===== src/rtl/lcd_scan_pkg.sv =====
package lcd_scan_pkg;

  typedef enum logic [1:0] {
    SCAN_ROWS8  = 2'd0,
    SCAN_ROWS11 = 2'd1,
    SCAN_ROWS16 = 2'd2
  } scan_mode_e;

  // Two-line operation always takes the 16-row scan; font only matters in one-line mode.
  function automatic scan_mode_e pick_mode(input logic two_line, input logic tall_font);
    if (two_line)       return SCAN_ROWS16;
    else if (tall_font) return SCAN_ROWS11;
    else                return SCAN_ROWS8;
  endfunction

endpackage


===== src/rtl/lcd_scan_mode.sv =====
module lcd_scan_mode
  import lcd_scan_pkg::*;
#(
  parameter int ROWS_2L     = 16,
  parameter int ROWS_TALL   = 11,
  parameter int ROWS_SHORT  = 8,
  parameter int DWELL_LONG  = 400,
  parameter int DWELL_SHORT = 200,
  parameter int ROW_W       = 4,
  parameter int CNT_W       = 9
) (
  input  logic             clk,
  input  logic             rst_n,
  input  logic             two_line,
  input  logic             tall_font,
  input  logic             frame_wrap,
  output logic [ROW_W-1:0] rows_m1,
  output logic [CNT_W-1:0] dwell_m1
);

  localparam logic [ROW_W-1:0] LAST_2L    = ROW_W'(ROWS_2L - 1);
  localparam logic [ROW_W-1:0] LAST_TALL  = ROW_W'(ROWS_TALL - 1);
  localparam logic [ROW_W-1:0] LAST_SHORT = ROW_W'(ROWS_SHORT - 1);
  localparam logic [CNT_W-1:0] END_LONG   = CNT_W'(DWELL_LONG - 1);
  localparam logic [CNT_W-1:0] END_SHORT  = CNT_W'(DWELL_SHORT - 1);

  scan_mode_e mode_q;

  always_ff @(posedge clk or negedge rst_n) begin
    if (!rst_n)          mode_q <= SCAN_ROWS16;
    else if (frame_wrap) mode_q <= pick_mode(two_line, tall_font);
  end

  always_comb begin
    unique case (mode_q)
      SCAN_ROWS16: begin rows_m1 = LAST_2L;    dwell_m1 = END_SHORT; end
      SCAN_ROWS11: begin rows_m1 = LAST_TALL;  dwell_m1 = END_LONG;  end
      default:     begin rows_m1 = LAST_SHORT; dwell_m1 = END_LONG;  end
    endcase
  end

  // Mode may only move on the last clock of a frame.
  assert_mode_hold_R10: assert property (@(posedge clk) disable iff (!rst_n)
    !frame_wrap |=> $stable(mode_q));

endmodule


===== src/rtl/lcd_scan_counter.sv =====
module lcd_scan_counter #(
  parameter int ROW_W = 4,
  parameter int CNT_W = 9
) (
  input  logic             clk,
  input  logic             rst_n,
  input  logic [ROW_W-1:0] rows_m1,
  input  logic [CNT_W-1:0] dwell_m1,
  output logic [ROW_W-1:0] row,
  output logic [CNT_W-1:0] cnt,
  output logic             row_end,
  output logic             frame_wrap,
  output logic             frame_start
);

  assign row_end     = (cnt == dwell_m1);
  assign frame_wrap  = row_end && (row == rows_m1);
  assign frame_start = (row == '0) && (cnt == '0);

  always_ff @(posedge clk or negedge rst_n) begin
    if (!rst_n) begin
      cnt <= '0;
      row <= '0;
    end else if (row_end) begin
      cnt <= '0;
      row <= frame_wrap ? '0 : row + 1'b1;
    end else begin
      cnt <= cnt + 1'b1;
    end
  end

  assert_cnt_range_R7: assert property (@(posedge clk) disable iff (!rst_n)
    cnt <= dwell_m1);

  assert_row_range_R4: assert property (@(posedge clk) disable iff (!rst_n)
    row <= rows_m1);

  assert_frame_pulse_R8: assert property (@(posedge clk) disable iff (!rst_n)
    frame_start |=> !frame_start);

endmodule


===== src/rtl/lcd_com_decode.sv =====
module lcd_com_decode #(
  parameter int ROWS  = 16,
  parameter int ROW_W = 4
) (
  input  logic             clk,
  input  logic             rst_n,
  input  logic             disp_en,
  input  logic [ROW_W-1:0] row,
  output logic [ROWS-1:0]  com_sel
);

  for (genvar i = 0; i < ROWS; i++) begin : g_com
    assign com_sel[i] = disp_en && (row == ROW_W'(i));
  end

  assert_onehot_R4: assert property (@(posedge clk) disable iff (!rst_n)
    $onehot0(com_sel));

  assert_enabled_R5: assert property (@(posedge clk) disable iff (!rst_n)
    disp_en |-> (com_sel != '0));

endmodule


===== src/rtl/lcd_seg_strobe.sv =====
module lcd_seg_strobe #(
  parameter int SEG_BITS = 40,
  parameter int CNT_W    = 9
) (
  input  logic             clk,
  input  logic             rst_n,
  input  logic [CNT_W-1:0] cnt,
  input  logic             row_end,
  output logic             shift_clk,
  output logic             latch_stb
);

  localparam logic [CNT_W-1:0] SHIFT_END = CNT_W'(2 * SEG_BITS);

  // Odd counts of the burst window carry the pulse, so each bit sees a low then high phase.
  assign shift_clk = (cnt < SHIFT_END) && cnt[0];
  assign latch_stb = row_end;

  assert_shift_alt_R6: assert property (@(posedge clk) disable iff (!rst_n)
    shift_clk |=> !shift_clk);

  assert_latch_next_R7: assert property (@(posedge clk) disable iff (!rst_n)
    latch_stb |=> (cnt == '0));

  assert_latch_quiet_R6: assert property (@(posedge clk) disable iff (!rst_n)
    latch_stb |-> !shift_clk);

endmodule


===== src/rtl/lcd_scan_timer.sv =====
module lcd_scan_timer #(
  parameter int SEG_BITS    = 40,
  parameter int ROWS_2L     = 16,
  parameter int ROWS_TALL   = 11,
  parameter int ROWS_SHORT  = 8,
  parameter int DWELL_LONG  = 400,
  parameter int DWELL_SHORT = 200
) (
  input  logic               clk,
  input  logic               rst_n,
  input  logic               disp_en,
  input  logic               two_line,
  input  logic               tall_font,
  output logic [ROWS_2L-1:0] com_sel,
  output logic               shift_clk,
  output logic               latch_stb,
  output logic               alt_pol,
  output logic               frame_start
);

  localparam int DWELL_MAX = (DWELL_LONG > DWELL_SHORT) ? DWELL_LONG : DWELL_SHORT;
  localparam int ROW_W     = $clog2(ROWS_2L);
  localparam int CNT_W     = $clog2(DWELL_MAX + 1);

  logic [ROW_W-1:0] rows_m1;
  logic [CNT_W-1:0] dwell_m1;
  logic [ROW_W-1:0] row;
  logic [CNT_W-1:0] cnt;
  logic             row_end;
  logic             frame_wrap;

  lcd_scan_mode #(
    .ROWS_2L    (ROWS_2L),
    .ROWS_TALL  (ROWS_TALL),
    .ROWS_SHORT (ROWS_SHORT),
    .DWELL_LONG (DWELL_LONG),
    .DWELL_SHORT(DWELL_SHORT),
    .ROW_W      (ROW_W),
    .CNT_W      (CNT_W)
  ) u_mode (
    .clk       (clk),
    .rst_n     (rst_n),
    .two_line  (two_line),
    .tall_font (tall_font),
    .frame_wrap(frame_wrap),
    .rows_m1   (rows_m1),
    .dwell_m1  (dwell_m1)
  );

  lcd_scan_counter #(
    .ROW_W(ROW_W),
    .CNT_W(CNT_W)
  ) u_count (
    .clk        (clk),
    .rst_n      (rst_n),
    .rows_m1    (rows_m1),
    .dwell_m1   (dwell_m1),
    .row        (row),
    .cnt        (cnt),
    .row_end    (row_end),
    .frame_wrap (frame_wrap),
    .frame_start(frame_start)
  );

  lcd_com_decode #(
    .ROWS (ROWS_2L),
    .ROW_W(ROW_W)
  ) u_com (
    .clk    (clk),
    .rst_n  (rst_n),
    .disp_en(disp_en),
    .row    (row),
    .com_sel(com_sel)
  );

  lcd_seg_strobe #(
    .SEG_BITS(SEG_BITS),
    .CNT_W   (CNT_W)
  ) u_seg (
    .clk      (clk),
    .rst_n    (rst_n),
    .cnt      (cnt),
    .row_end  (row_end),
    .shift_clk(shift_clk),
    .latch_stb(latch_stb)
  );

  always_ff @(posedge clk or negedge rst_n) begin
    if (!rst_n)          alt_pol <= 1'b0;
    else if (frame_wrap) alt_pol <= ~alt_pol;
  end

  // Polarity only flips as a new frame opens.
  assert_alt_frame_R9: assert property (@(posedge clk) disable iff (!rst_n)
    !$stable(alt_pol) |-> frame_start);

endmodule


===== config.mk =====
export PLATFORM = sky130hd
export DESIGN_NAME = lcd_scan_timer
export DESIGN_NICKNAME = d
export VERILOG_FILES = /design/src/rtl/lcd_scan_pkg.sv /design/src/rtl/lcd_scan_mode.sv /design/src/rtl/lcd_scan_counter.sv /design/src/rtl/lcd_com_decode.sv /design/src/rtl/lcd_seg_strobe.sv /design/src/rtl/lcd_scan_timer.sv
export SDC_FILE = /design/constraint.sdc
export NUM_CORES = 1
export LEC_CHECK = 0
export CAP_MARGIN = 0
export CORE_MARGIN = 5
export CORE_UTILIZATION = 48
export DETAILED_ROUTE_END_ITERATION = 6
export PLACE_DENSITY = 0.78
export SYNTH_ARGS = -nofsm -noshare
export SYNTH_HDL_FRONTEND = slang
export SYNTH_SLANG_ARGS = --single-unit

===== constraint.sdc =====
create_clock -name clk -period 1.9 [get_ports clk]
set_input_delay 0.38 -clock clk [delete_from_list [all_inputs] [get_ports clk]]
set_output_delay 0.38 -clock clk [all_outputs]
set_load 0.005 [all_outputs]

==> qor.csv, run 1 <==
metric,value,unit
Slew @ Worst Pin,0.384,ns
R2R depth,7,
max_cap viols,0,
Initial Util,0.516,
"FFs w/ async S/R, synth",1.00,
fin crit period,1.95,ns
Final Hold Viols,0,
I/O pin total,25,
Syn Area/Cell,9.15,um2
startpoint class of the critical path,register,
#FFs+latches synth,16,
crit path DAT,1.57,ns
wire per inst,14.7,um
top post-synthesis cells by count,"nor2_1 (19), dfrtp_1 (15), nand2_1 (12), inv_1 (9)",
clock share of power,0.382,
synth top area cells,"dfrtp_1 (36%), ha_1 (9.7%), nor2_1 (6.9%)",
Synth top area share,0.363,
Setup Viol. Count Final,1,
ys flop type,dfrtp_1,
Vias,993,
NetSw,0.000120,W
P_int,0.000467,W
final instance area,1540,um2
top-count cell post-synth,nor2_1,
Routed Wire Length,2.74,mm
DP HPWL,1.96,mm
Port-buffer cells,24,
H-Tree Depth,1,
Starting DRT DRC Count,23,
Ys Warns,0,
vias in the first global route,968,
failing checks,negative setup slack,
Final #Nets,174,
Slew headroom,0.743,
GRT Util Overall,0.177,
crit path kind,register to output port,
clk buf depth,2,
antenna cells,0,
Cells after Synth,113,
area post-placement,1430,um2
Fillers,146,
die area,3180,um2
status,finished with violations,
multi-input logic area,662,um2
Worst Slack Setup Final,-0.0531,ns
CP required,1.52,ns
top cell type by total area after synthesis,dfrtp_1,
leakage,0.749,nW
drt drc,0,
RSZ-0062 raised after global routing,true,
Total Power,0.000587,W
Syn-to-layout area delta,49.3,%
gr ovfl total,0,
synth unique cells,33,
GP Congestion,0.901,
global-route wire length before repair,4.46,mm
CTS sink cnt,16,
sum of negative setup slack,-0.0531,ns
"Net Count, Synth",126,
Gate power share,0.038,
reg2reg setup slack,0.05,ns
Placeable Area,2000,um2
largest net degree at the start of global routing,17,
Hold Path Class,primary input to async pin,
drt first pass iters,4,
Post-synth EDFFs,0,
fin. max-slew vios,0,
CTS tree,done,
site row count,16,
Post-DRT Antenna Nets,0,
clk slew on worst S/H paths,0.09,ns
clk root buf,clkbuf_4,
die width,56.4,um
Setup crit end kind,output port,
Worst-Skew Late Latency,0.29,ns
Seq. cell area,402,um2
CP Max Fanout,2,
hold_buf cts,0,
CTS buffer count,3,
maximum clock frequency,512,MHz
vias per cell,5.31,
Pwr Density,381,nW/um2
layout cells sized above 1,0.319,
Die Height,56.4,um
sequential share of the synthesized area,0.389,
antenna violations before repair,0,
fin crit share,1.03,
synthesized area,1030,um2
Seq pwr share,0.580,
reg-to-reg startpoint,u_mode.mode_q[1],
Switching Share,0.204,
peak supply drop,0.546,mV
Final Skew,0.00305,ns
worst r2r dst,u_mode.mode_q[1],
[cell families (layout without fill, tap and decap cells)]
| kind of cell | Yosys count | count (layout) | share of synthesized area |
|---|---|---|---|
| simple gates | 57 | 57 | 0.282 |
| flops | 16 | 16 | 0.389 |
| buf+inv | 12 | 59 | 0.0484 |
| compound gates | 9 | 9 | 0.0835 |
| xor+xnor | 9 | 9 | 0.0763 |
| fa+ha+maj | 8 | 8 | 0.0969 |
| mux | 2 | 2 | 0.0242 |
[through the flow]
stage	worst slack [ns]	util	cells	hold slack, ns
floorplan	0.251	-	113	0.0844
global placement	-0.145	0.712	179	0.458
global route	-0.101	0.771	187	0.412
CTS	-0.269	0.748	187	0.400
detailed placement	-0.196	0.712	179	0.464
finish	-0.0531	0.771	187	0.405
[per-layer routing]
metal / part of all wire / routed length [um] / global-route usage / vias up
met5: 0 / 0 / 0 / -
met4: 0.028 / 76 / 0.102 / 0
met3: 0.032 / 87 / 0.0413 / 8
met2: 0.50 / 1360 / 0.280 / 18
met1: 0.44 / 1210 / 0.220 / 492
li1: - / - / - / 475
[layout by cell type, fill, tap and decap left out, types with 3 or more instances in the layout]
| cell type | synthesis | layout |
|---|---|---|
| buf_4 | 0 | 21 |
| clkbuf_4 | 0 | 3 |
| clkdlybuf4s50_1 | 0 | 4 |
| dfrtp_1 | 15 | 15 |
| dlygate4sd2_1 | 0 | 16 |
| ha_1 | 8 | 5 |
| ha_4 | 0 | 3 |
| inv_1 | 9 | 7 |
| nand2_1 | 12 | 8 |
| nand2_2 | 1 | 5 |
| nand3_1 | 6 | 6 |
| nor2_1 | 19 | 19 |
| nor3_2 | 0 | 4 |
| xor2_1 | 8 | 8 |
[area by class of cell]
class | count | share of cell area
sequential | 16 | 0.260
timing repair buffer | 45 | 0.239
clock buffer | 4 | 0.0235
inverter | 10 | 0.0260
multi-input combinational | 85 | 0.429
tap | 27 | 0.0219
[worst max-delay path, stage by stage (launching register included)]
cell	delay, ns
dfstp_2	0.56
ha_4	0.13
and4bb_1	0.21
o2111ai_4	0.23
inv_4	0.05
buf_6	0.11
[power groups by stage]
| stage | registers (W) | clock network, W | logic (W) |
|---|---|---|---|
| 3_3_place_gp | 0.000347 | 0 | 0.0000222 |
| 4_1_cts | 0.000340 | 0.000232 | 0.0000223 |
| 5_1_grt | 0.000340 | 0.000247 | 0.0000255 |
| 2_1_floorplan | 0.000347 | 0 | 0.00000266 |
| 3_5_place_dp | 0.000347 | 0 | 0.0000229 |
| 6_report | 0.000340 | 0.000224 | 0.0000226 |
[sequential cells by signal, indices dropped and copies added (netlist names)]
name / cells
u_count.cnt: 9
u_count.row: 4
u_mode.mode_q: 2
alt_pol: 1
[how the worst max path moves through the flow]
stage | end | cells after the start | start
after floorplan | u_mode.mode_q[1] | 5 | u_mode.mode_q[1]
after global placement | com_sel[0] | 4 | disp_en
after detailed placement | com_sel[0] | 4 | disp_en
after CTS | latch_stb | 5 | u_mode.mode_q[1]
after global routing | latch_stb | 5 | u_mode.mode_q[1]
final | latch_stb | 5 | u_mode.mode_q[1]
[what timing repair did]
action                     in CTS  in global routing
resized for setup              29                 18
pin swaps                       5                  6
setup endpoints to repair      19                 11
gates cloned                    0                  0
setup buffers                   4                  0
Note: power is estimated with default switching activity, not from simulation.
==> run 2, diff against run 1 <==
--- a/config.mk
+++ b/config.mk
@@ -7,9 +7,10 @@
 export LEC_CHECK = 0
 export CAP_MARGIN = 0
 export CORE_MARGIN = 5
-export CORE_UTILIZATION = 48
+export CORE_UTILIZATION = 45
 export DETAILED_ROUTE_END_ITERATION = 6
-export PLACE_DENSITY = 0.78
+export PLACE_DENSITY = 0.74
+export SLEW_MARGIN = 30
 export SYNTH_ARGS = -nofsm -noshare
 export SYNTH_HDL_FRONTEND = slang
 export SYNTH_SLANG_ARGS = --single-unit
==> run 2 against run 1 <==
  * The run still ends with negative setup slack left
  * Fmax down 2.4%
  * First-iteration DRC count down 4.3%
  * Combinational power up 4%
  * Wire length up 4.1%
  * Power down 5.9%
  * Via count up 0.10%
  * Highest routed layer unchanged
==> qor.csv, run 2 (synthesis gave the netlist of run 1 again) <==
metric,value,unit
status,finished with violations,
failing checks,negative setup slack,
Starting DRT DRC Count,22,
Pwr Density,350,nW/um2
Setup crit end kind,output port,
crit path DAT,1.62,ns
Reg with most FFs,u_count.cnt,
maximum clock frequency,500,MHz
largest net degree at the start of global routing,17,
clock share of power,0.342,
fin crit share,1.05,
Placeable Area,2210,um2
vias per cell,5.10,
clk root buf,clkbuf_4,
crit path kind,register to output port,
Final Util,0.713,
antenna violations before repair,0,
I/O pin total,25,
Setup Viol. Count Final,2,
antenna cells,0,
die width,57.9,um
Hold Path Class,primary input to async pin,
Seq. cell area,402,um2
Final Hold Viols,0,
die area,3360,um2
biggest regs,"u_count.cnt: 9 flops, u_count.row: 4 flops, u_mode.mode_q: 2 flops",
Final #Nets,181,
most frequent cells in the layout,"buf_4 (27), nor2_1 (18), dfrtp_1 (15)",
drt first pass iters,4,
max_cap viols,0,
startpoint class of the critical path,register,
Seq pwr share,0.616,
layout cells sized above 1,0.365,
Initial Util,0.467,
Vias,994,
wire per inst,14.6,um
Largest register FFs,9,
H-Tree Depth,1,
global-route wire length before repair,4.51,mm
CTS sink cnt,16,
clk buf depth,2,
Fillers,178,
Gate power share,0.042,
Final Skew,0.00775,ns
fin crit period,2.00,ns
Routed Wire Length,2.85,mm
drt drc,0,
GRT Util Overall,0.174,
Die Height,57.9,um
Slew @ Worst Pin,0.363,ns
NetSw,0.000120,W
DP HPWL,2.02,mm
multi-input logic area,659,um2
GP Congestion,0.768,
RSZ-0062 raised after global routing,true,
CP Max Fanout,2,
Switching Share,0.217,
CP required,1.52,ns
DP Worst Slack,-0.207,ns
Inst Count DP,181,
area post-placement,1430,um2
leakage,0.759,nW
Port-buffer cells,24,
site row count,17,
"commonest non-fill, non-tap cell in the layout",buf_4,
P_int,0.000433,W
vias in the first global route,1003,
Post-DRT Antenna Nets,0,
Worst-Skew Late Latency,0.29,ns
Worst Slack Setup Final,-0.100,ns
CTS tree,done,
Slew headroom,0.757,
fin. max-slew vios,0,
hold_buf cts,0,
CTS buffer count,3,
final instance area,1580,um2
Syn-to-layout area delta,52.5,%
peak supply drop,0.347,mV
gr ovfl total,0,
clk slew on worst S/H paths,0.10,ns
fin cells,195,
## run 2: cell count changes in the layout (fill, tap and decap cells not counted), sizes merged
cell | previous run | this run
clkdlybuf4s15 | 1 | 6
buf | 23 | 29
clkbuf | 5 | 9
dlygate4sd2 | 16 | 8
## run 2: through the flow
step	setup TNS, ns	power, W	hold WS (ns)
after global routing	-0.457	0.000591	0.392
after global placement	-2.08	0.000370	0.457
after CTS	-0.235	0.000568	0.388
after detailed placement	-2.65	0.000370	0.461
after floorplan	0	0.000350	0.0844
final	-0.107	0.000552	0.396
## run 2: worst max-delay path, cell delays in order, from the launching register on
cell	delay [ns]
dfstp_2	0.56
ha_4	0.13
and4bb_2	0.26
o2111ai_4	0.23
inv_4	0.04
clkbuf_2	0.11
## run 2: layer usage
layer  vias to the layer above  GRT usage  share of wire
li1                        492          -              -
met1                       477      0.197           0.41
met2                        17      0.311           0.53
met3                         8     0.0290          0.031
met4                         0     0.0861          0.029
met5                         -          0              0
## run 2: power groups by stage
stage | Sequential (W) | Combinational (W) | Clock, W
after CTS | 0.000340 | 0.0000223 | 0.000205
after global placement | 0.000347 | 0.0000225 | 0
after global routing | 0.000341 | 0.0000264 | 0.000225
after detailed placement | 0.000347 | 0.0000231 | 0
after floorplan | 0.000347 | 0.00000266 | 0
final | 0.000340 | 0.0000234 | 0.000189
## run 2: worst paths after layout
check | from | depth (start not counted) | end | slack [ns]
worst max register to register | u_mode.mode_q[1] | 8 | alt_pol | -0.01
worst min-delay path | rst_n | 2 | u_count.row[3] | 0.40
max in group asynchronous | rst_n | 2 | u_mode.mode_q[1] | 1.24
worst max-delay path | u_mode.mode_q[1] | 5 | latch_stb | -0.10
min in group clk | alt_pol | 1 | alt_pol | 0.47
worst min register to register | alt_pol | 1 | alt_pol | 0.47
## run 2: timing repair
action	CTS	global route
buffers inserted	5	5
endpoints found under the setup margin	19	15
resized for setup	32	29
pin swaps	4	8
## run 2: area by class of cell
| cell class | instances | share of cell area |
|---|---|---|
| flip-flops and latches | 16 | 0.255 |
| clock buffers | 4 | 0.0167 |
| repair buffers | 52 | 0.263 |
| well taps | 28 | 0.0222 |
| inverters | 10 | 0.0254 |
| multi-input cells | 85 | 0.418 |
==> run 3, diff against run 2 <==
--- a/config.mk
+++ b/config.mk
@@ -9,6 +9,7 @@
 export CORE_MARGIN = 5
 export CORE_UTILIZATION = 45
 export DETAILED_ROUTE_END_ITERATION = 6
+export GPL_TIMING_DRIVEN = 0
 export PLACE_DENSITY = 0.74
 export SLEW_MARGIN = 30
 export SYNTH_ARGS = -nofsm -noshare
==> run 3 against run 2 <==
  * The run still ends with negative setup slack left
  * Die area is the same
  * Clock skew shrank 0.0056 ns
  * Global-route usage is 0.11 points lower
  * First-iteration DRC count rose by 4.5%
  * Final area is 2.3% lower
  * Sequential power is essentially flat
  * Fmax up 2.3%
  * Power rose by 6.0%
  * Via count is 3.6% lower
  * Critical endpoint unchanged
  * Largest power group unchanged
==> qor.csv, run 3 (synthesis gave the netlist of run 1 again) <==
metric,value,unit
status,finished with violations,
failing checks,negative setup slack,
slowest CP cell,dfstp_2,
Largest register FFs,9,
DP HPWL,1.74,mm
final instance area,1540,um2
worst path bufs/invs,2,
clk root buf,clkbuf_4,
DP Worst Slack,-0.324,ns
Post-DRT Antenna Nets,0,
Crit path largest cell delay,0.56,ns
Port-buffer cells,24,
critical path depth,5,
biggest regs,"u_count.cnt: 9 flops, u_count.row: 4 flops, u_mode.mode_q: 2 flops",
area post-placement,1310,um2
Hold Path Depth,1,
Hold Path Class,register to register,
I/O pin total,25,
die width,57.9,um
Total Power,0.000586,W
crit path kind,register to output port,
GRT Util Overall,0.173,
Routed Wire Length,2.59,mm
sum of negative setup slack,-0.0545,ns
GP Congestion,0.805,
fin crit period,1.95,ns
RSZ-0062 raised after global routing,true,
Setup crit end kind,output port,
reg-to-reg startpoint,u_mode.mode_q[1],
Reg with most FFs,u_count.cnt,
Slew @ Worst Pin,0.738,ns
leakage,0.731,nW
wire per inst,13.9,um
crit path DAT,1.57,ns
Setup Viol. Count Final,1,
CTS sink cnt,16,
site row count,17,
most frequent cells in the layout,"nor2_1 (18), buf_4 (17), dfrtp_1 (12)",
Pwr Density,380,nW/um2
startpoint class of the critical path,register,
max_cap viols,0,
layout cells sized above 1,0.354,
maximum clock frequency,512,MHz
CP required,1.52,ns
Slew headroom,0.507,
CTS buffer count,3,
global-route wire length before repair,4.49,mm
Worst-Skew Late Latency,0.29,ns
drt drc,0,
Die Height,57.9,um
CP Launch Point,u_mode.mode_q[1],
"commonest non-fill, non-tap cell in the layout",nor2_1,
Syn-to-layout area delta,49.0,%
antenna violations before repair,0,
Initial Util,0.467,
largest net degree at the start of global routing,17,
clk buf depth,2,
hold_sp,alt_pol,
fin crit share,1.03,
H-Tree Depth,1,
vias per cell,5.15,
drt first pass iters,4,
Starting DRT DRC Count,23,
Placeable Area,2210,um2
gr ovfl total,0,
Vias,958,
fin. max-slew vios,0,
"delay-heaviest family, CP",flip-flops,
Final #Nets,172,
Worst Slack Setup Final,-0.0545,ns
die area,3360,um2
CP Max Fanout,2,
antenna cells,0,
Final Hold Viols,0,
clk slew on worst S/H paths,0.09,ns
vias in the first global route,959,
Final Skew,0.00219,ns
Inst Count DP,165,
fin cells,186,
peak supply drop,0.384,mV
"Critical Path, Cell by Cell",ha_4 > and4bb_1 > o2111ai_4 > inv_4 > clkbuf_2,
CTS tree,done,
R2R depth,6,
run 3: cell types whose count changed in the layout (fill, tap and decap cells not counted), moves of 2 or more:
cell / delta
dfrtp_2: +3
nand2_2: +2
dfrtp_1: -3
ha_2: +2
buf_4: -10
ha_1: -2
dlygate4sd2_1: +3
clkbuf_2: -3
run 3: layer usage:
metal | part of all wire | GRT usage
met2 | 0.52 | 0.297
met4 | 0.018 | 0.0762
met5 | 0 | 0
met1 | 0.44 | 0.209
met3 | 0.028 | 0.0312
run 3: path summary, 6_finish.rpt:
path	endpoint	slack [ns]
hold reg to reg	alt_pol	0.47
max in group asynchronous	u_count.cnt[6]	0.87
setup / recovery	latch_stb	-0.05
min in group asynchronous	u_count.row[3]	0.52
hold / removal	alt_pol	0.47
setup reg to reg	u_mode.mode_q[1]	0.08
run 3: report_power, final:
part / internal, W / switching [W] / leakage, nW / total (W)
clock network: 0.000117 / 0.000108 / 0.0210 / 0.000225
registers: 0.000340 / 0 / 0.195 / 0.000340
logic: 0.00000852 / 0.0000118 / 0.515 / 0.0000204
run 3: repair_timing:
item | CTS | global route
resized for setup | 44 | 17
endpoints found under the setup margin | 19 | 16
buffers inserted | 12 | 5
hold buffers | 0 | 0
pin swaps | 4 | 6
run 3: metrics by stage:
| stage | util | hold WS, ns |
|---|---|---|
| floorplan | - | 0.0844 |
| global placement | 0.592 | 0.455 |
| detailed placement | 0.592 | 0.459 |
| CTS | 0.665 | 0.475 |
| global route | 0.696 | 0.485 |
| finish | 0.696 | 0.468 |
run 3: final cells by class:
type                       instances  area (um2)
multi-input combinational         85         668
buffer                             2        12.5
inverter                          10        40.0
tap                               28        35.0
timing repair buffer              41         343
sequential                        16         405
fill                             182         672
clock buffer                       4        36.3
